### src/rtl/qws_pkg.sv
package qws_pkg;

    localparam int unsigned LANES = 4;

    typedef logic [1:0] lane_t;

    localparam lane_t LANE_A = 2'd0;
    localparam lane_t LANE_B = 2'd1;
    localparam lane_t LANE_C = 2'd2;
    localparam lane_t LANE_D = 2'd3;

    // Phase at which the inputs are sampled and at which the group moves on
    localparam lane_t SAMPLE_PH = LANE_B;
    localparam lane_t SWAP_PH   = LANE_D;
    // Phase a follower jumps to on a detected word-clock rise
    localparam lane_t SNAP_PH   = LANE_B;

    typedef struct packed {
        lane_t ph;
        logic  wck_seen;
        logic  locked;
    } phase_st_t;

endpackage

### src/rtl/qws_phase_gen.sv
module qws_phase_gen
    import qws_pkg::*;
(
    input  logic  clk,
    input  logic  rst_n,
    input  logic  lead,
    input  logic  wck_in,
    output lane_t phase,
    output logic  locked,
    output logic  wck_out
);

    phase_st_t st_d, st_q;
    logic      wck_rise;

    always_comb begin
        st_d          = st_q;
        st_d.wck_seen = wck_in;
        wck_rise      = wck_in & ~st_q.wck_seen;
        if (!lead && wck_rise) begin
            st_d.ph     = SNAP_PH;
            st_d.locked = 1'b1;
        end else begin
            st_d.ph = st_q.ph + 2'd1;
        end
    end

    always_ff @(posedge clk or negedge rst_n) begin
        if (!rst_n) st_q <= '0;
        else        st_q <= st_d;
    end

    assign phase   = st_q.ph;
    assign locked  = lead | st_q.locked;
    assign wck_out = ~st_q.ph[1];

    assert_lead_free_run_R7: assert property (@(posedge clk) disable iff (!rst_n)
        lead |=> (st_q.ph == $past(st_q.ph) + 2'd1));

    assert_follow_snap_R8: assert property (@(posedge clk) disable iff (!rst_n)
        (!lead && wck_in && !st_q.wck_seen) |=> (st_q.ph == SNAP_PH && st_q.locked));

endmodule

### src/rtl/qws_capture.sv
module qws_capture
    import qws_pkg::*;
#(
    parameter int unsigned W = 12
) (
    input  logic                    clk,
    input  logic                    rst_n,
    input  lane_t                   phase,
    input  logic                    locked,
    input  logic [LANES-1:0][W-1:0] din,
    output logic [LANES-1:0][W-1:0] group,
    output logic                    group_ok
);

    typedef struct packed {
        logic [LANES-1:0][W-1:0] smp;
        logic [LANES-1:0][W-1:0] grp;
        logic                    smp_ok;
        logic                    grp_ok;
    } cap_st_t;

    cap_st_t st_d, st_q;

    always_comb begin
        st_d = st_q;
        if (phase == SAMPLE_PH) begin
            st_d.smp    = din;
            st_d.smp_ok = st_q.smp_ok | locked;
        end
        if (phase == SWAP_PH) begin
            st_d.grp    = st_q.smp;
            st_d.grp_ok = st_q.grp_ok | st_q.smp_ok;
        end
    end

    always_ff @(posedge clk or negedge rst_n) begin
        if (!rst_n) st_q <= '0;
        else        st_q <= st_d;
    end

    assign group    = st_q.grp;
    assign group_ok = st_q.grp_ok;

    assert_group_whole_R6: assert property (@(posedge clk) disable iff (!rst_n)
        (phase != SWAP_PH) |=> $stable(st_q.grp));

    assert_group_ok_sticky_R9: assert property (@(posedge clk) disable iff (!rst_n)
        st_q.grp_ok |=> st_q.grp_ok);

endmodule

### src/rtl/qws_lane_mux.sv
module qws_lane_mux
    import qws_pkg::*;
#(
    parameter int unsigned W = 12
) (
    input  logic                    clk,
    input  logic                    rst_n,
    input  lane_t                   phase,
    input  logic [LANES-1:0][W-1:0] group,
    input  logic                    group_ok,
    output logic [W-1:0]            word,
    output logic                    valid
);

    typedef struct packed {
        logic [W-1:0] word;
        logic         valid;
    } mux_st_t;

    mux_st_t st_d, st_q;

    always_comb begin
        st_d.word  = group[phase];
        st_d.valid = group_ok;
    end

    always_ff @(posedge clk or negedge rst_n) begin
        if (!rst_n) st_q <= '0;
        else        st_q <= st_d;
    end

    assign word  = st_q.word;
    assign valid = st_q.valid;

    assert_valid_starts_on_a_R9: assert property (@(posedge clk) disable iff (!rst_n)
        $rose(st_q.valid) |-> ($past(phase) == LANE_A));

endmodule

### src/rtl/quad_word_serializer.sv
module quad_word_serializer
    import qws_pkg::*;
#(
    parameter int unsigned W = 12
) (
    input  logic         clk_fast,
    input  logic         rst_n,
    input  logic         mode_lead,
    input  logic         word_clk_in,
    output logic         word_clk_out,
    input  logic [W-1:0] chan_a,
    input  logic [W-1:0] chan_b,
    input  logic [W-1:0] chan_c,
    input  logic [W-1:0] chan_d,
    output logic [W-1:0] ser_word,
    output logic         ser_valid
);

    lane_t                   phase;
    logic                    locked;
    logic [LANES-1:0][W-1:0] din;
    logic [LANES-1:0][W-1:0] group;
    logic                    group_ok;

    assign din = {chan_d, chan_c, chan_b, chan_a};

    qws_phase_gen u_phase (
        .clk     (clk_fast),
        .rst_n   (rst_n),
        .lead    (mode_lead),
        .wck_in  (word_clk_in),
        .phase   (phase),
        .locked  (locked),
        .wck_out (word_clk_out)
    );

    qws_capture #(.W(W)) u_capture (
        .clk      (clk_fast),
        .rst_n    (rst_n),
        .phase    (phase),
        .locked   (locked),
        .din      (din),
        .group    (group),
        .group_ok (group_ok)
    );

    qws_lane_mux #(.W(W)) u_mux (
        .clk      (clk_fast),
        .rst_n    (rst_n),
        .phase    (phase),
        .group    (group),
        .group_ok (group_ok),
        .word     (ser_word),
        .valid    (ser_valid)
    );

    assert_wck_period_R4: assert property (@(posedge clk_fast) disable iff (!rst_n)
        (mode_lead && $rose(word_clk_out)) |=> (word_clk_out && !$stable(phase)));

endmodule

### config.mk
export PLATFORM = sky130hd
export DESIGN_NAME = quad_word_serializer
export DESIGN_NICKNAME = d
export VERILOG_FILES = /design/src/rtl/qws_pkg.sv /design/src/rtl/qws_phase_gen.sv /design/src/rtl/qws_capture.sv /design/src/rtl/qws_lane_mux.sv /design/src/rtl/quad_word_serializer.sv
export SDC_FILE = /design/constraint.sdc
export NUM_CORES = 1
export LEC_CHECK = 0
export BUFFER_PORTS_ARGS = -buffer_cell sky130_fd_sc_hd__buf_4
export CAP_MARGIN = 5
export CORE_AREA = 2 2 93 95
export DETAILED_ROUTE_END_ITERATION = 8
export DIE_AREA = 0 0 95 97
export PLACE_DENSITY_LB_ADDON = 0.2
export SLEW_MARGIN = 20
export SYNTH_ARGS = -nofsm -noshare
export SYNTH_HDL_FRONTEND = slang
export SYNTH_SLANG_ARGS = --single-unit
### constraint.sdc
create_clock -name clk_fast -period 3.2 [get_ports clk_fast]
set_clock_uncertainty 0.1 [all_clocks]
set_input_delay 0.16 -clock clk_fast [delete_from_list [all_inputs] [get_ports clk_fast]]
set_output_delay 0.16 -clock clk_fast [all_outputs]
set_load 0.02 [all_outputs]
==> impl_metrics.py <==
metrics = {
    "status": {
        "status": "finished, final reports clean",
    },
    "timing": {
        "worst_slack_ns": 1.17,
        "holdWs_ns": 0.171,
        "rsz0062_at_grt": "no",
        "final.period_utilization": 0.635,
        "worst_pin_slew_ns": 0.776,
        "timing.setup.tns_ns": 0,
        "maxSlewViolCount": 0,
        "fmax_ghz": 0.492,
        "period_needed_ns": 2.03,
        "finalHoldViolations": 0,
        "max-slew-margin-rel": 0.483,
        "setup_viol": 0,
    },
    "finish": {
        "drive_gt1_frac": 0.541,
        "n_antenna_cell": 0,
        "fill_cells": 482,
        "multi_input_area_um2": 1440,
        "post-route-util": 0.747,
        "syn_to_final_growth_pct": 38.2,
        "seq_area_um2": 2880,
        "nNetsFinal": 428,
    },
    "global_routing": {
        "track_usage": 0.189,
        "grt_pass1_vias": 2667,
        "antenna_found_initial": 0,
        "grt_pass1_wl_um": 13100,
        "overflow": 0,
        "grt_start_max_net_pins": 62,
    },
    "yosys": {
        "synth_area_um2": 4390,
        "syn-mean-instance-area_um2": 17.9,
        "synth.ff_latch_count": 115,
        "synth_nets": 299,
        "yosysWarningCount": 0,
        "synthCells": 245,
        "synth_cell_types": 16,
        "synth_seq_area_share": 0.655,
    },
    "setup_path": {
        "rrSetupSlack_ns": 1.17,
        "cp-start-kind": "flop",
        "cpMaxStageDelayCell": "buf_4",
        "cp_common_cell": "buf_4",
        "r2r_end": "u_capture.group[21]$_DFFE_PN0N_",
        "critPathMaxFanout": 49,
        "cpPeakStageDelay_ns": 0.52,
        "required_ns": 3.49,
        "worstSetupPathType": "flop to flop",
        "crit_arrival_ns": 2.32,
        "endpoint_kind": "flop",
        "cp_cell_sequence": "buf_4, ha_2, buf_4, mux2_2",
        "reg2reg_from": "u_phase.phase[0]$_DFF_PN0_",
        "r2r_cells": 4,
    },
    "pwr": {
        "pwr_density_cell_nw_per_um2": 988,
        "p_leak_nw": 2.65,
        "peakVddDrop_mv": 0.620,
    },
    "clock_network": {
        "clk_latency_ns": 0.50,
        "cts_max_path_buffers": 2,
        "cts-resized-gates": 0,
        "holdBufCountCts": 51,
        "h-tree-depth": 4,
        "clock_sinks": 115,
        "cts_inserted_buffers": 17,
        "cts_setup_buffers": 0,
        "clk_pin_slew_ns": 0.05,
        "root_buffer": "clkbuf_8",
        "cts_tree": "built",
    },
    "route": {
        "via_count": 2505,
        "drt_wl_total_um": 7840,
        "viasPerCell": 5.10,
        "drt_iter0_drc": 96,
        "drc": 0,
        "wl_per_cell_um": 16.0,
        "dr.pass1.iters": 4,
        "postRouteAntennaNets": 0,
    },
    "min_path": {
        "hold_class": "input port to asynchronous set/reset pin",
    },
    "floorplan": {
        "io_pins": 66,
        "initial_core_util": 0.540,
        "dieArea_um2": 9220,
        "die_w_um": 95,
        "core_um2": 8130,
        "die_y_um": 97,
        "row_count": 33,
    },
    "placement": {
        "port_buffers": 65,
        "hpwl_um": 4550,
        "place_congestion": 0.685,
        "dp_worst_setup_slack_ns": 1.17,
    },
    "job": {
        "cap_viol_max_count": 0,
    },
}
[through the flow]
step	power, mW	std cells	cell area [um^2]
finish	6.00	491	6070
global route	6.33	491	6070
floorplan	3.71	245	4390
detailed placement	4.21	409	4990
CTS	6.06	491	6070
global placement	4.13	409	4990
[power by group]
part	internal (mW)	switching [mW]	leakage [nW]	total (mW)
Clock	1.16	0.622	0.275	1.78
Combinational	1.06	0.636	1.04	1.70
Sequential	2.18	0.346	1.34	2.53
[state kept, by name, indices dropped and copies added, names as in the netlist]
| signal | cells |
|---|---|
| u_capture.group | 48 |
| u_capture.group_ok | 1 |
| u_capture.st_q | 49 |
| u_mux.valid | 1 |
| u_mux.word | 12 |
| u_phase.phase | 2 |
| u_phase.st_q | 2 |
[layout make-up]
class / count / area share
Timing Repair Buffer: 122 / 0.174
Multi-Input combinational cell: 117 / 0.237
Clock inverter: 10 / 0.0177
Tap cell: 105 / 0.0216
Clock buffer: 21 / 0.0756
Sequential cell: 115 / 0.474
Inverter: 1 / 0.000618
[how the worst max path moves through the flow]
stage	startpoint	end	slack, ns	cells after the start
2_1_floorplan	u_phase.phase[1]$_DFF_PN0_	u_capture.st_q[87]$_DFFE_PN0N_	1.32	6
3_3_place_gp	u_phase.phase[0]$_DFF_PN0_	u_capture.group[26]$_DFFE_PN0N_	1.17	4
3_5_place_dp	u_phase.phase[0]$_DFF_PN0_	u_capture.group[0]$_DFFE_PN0N_	1.17	4
4_1_cts	u_phase.phase[0]$_DFF_PN0_	u_capture.group[24]$_DFFE_PN0N_	1.13	4
5_1_grt	u_phase.phase[0]$_DFF_PN0_	u_capture.group[8]$_DFFE_PN0N_	1.04	4
6_report	u_phase.phase[0]$_DFF_PN0_	u_capture.group[21]$_DFFE_PN0N_	1.17	4
[synthesized netlist by cell type]
library cell	count	area (um^2)
a21o_1	1	7.51
buf_2	8	40.0
buf_4	1	7.51
buf_6	3	33.8
dfrtp_1	115	2880
ha_1	2	25.0
inv_1	1	3.75
mux2_2	96	1080
mux4_1	3	78.8
mux4_2	9	203
nand2b_1	1	6.26
nor2_1	1	3.75
nor3b_1	1	7.51
o21ai_0	1	5.00
or2_2	1	6.26
or2b_1	1	7.51
[metal layers]
metal | track usage | wire length, um | vias up
met5 | 0 | 0 | -
met4 | 0.0669 | 104 | 0
met3 | 0.0569 | 268 | 10
met2 | 0.291 | 3840 | 54
met1 | 0.256 | 3630 | 1291
li1 | - | - | 1150
[critical path: cells and delay by family (launching register included)]
| kind | cells | cell delay [ns] |
|---|---|---|
| adders and majority gates | 1 | 0.22 |
| buffers and inverters | 2 | 0.81 |
| DFF | 1 | 0.35 |
| muxes | 1 | 0.41 |
[logic make-up (layout without fill, tap and decap cells)]
group,count (synthesis),after routing,synth area share
fa+ha+maj,2,2,0.00569
buf+inv,13,154,0.0194
simple gates,5,5,0.00712
compound gates,2,2,0.00285
mux,108,108,0.310
flops,115,115,0.655
[cell usage in the layout (no fill, tap or decap)]
cell           Yosys  routed
inv_1              1       1
bufinv_16          0       2
buf_12             0       1
dlygate4sd3_1      0      51
nor2_1             1       1
mux4_2             9       9
clkinv_2           0       5
clkbuf_8           0       4
mux4_1             3       3
dfrtp_1          115     115
or2_2              1       1
ha_2               0       2
or2b_1             1       1
clkinvlp_4         0       3
clkbuf_1           0       1
a21o_1             1       1
buf_4              1      70
clkbuf_16          0      16
mux2_2            96      96
nand2b_1           1       1
o21ai_0            1       1
nor3b_1            1       1
No activity file was read; power rests on OpenSTA's default activity.
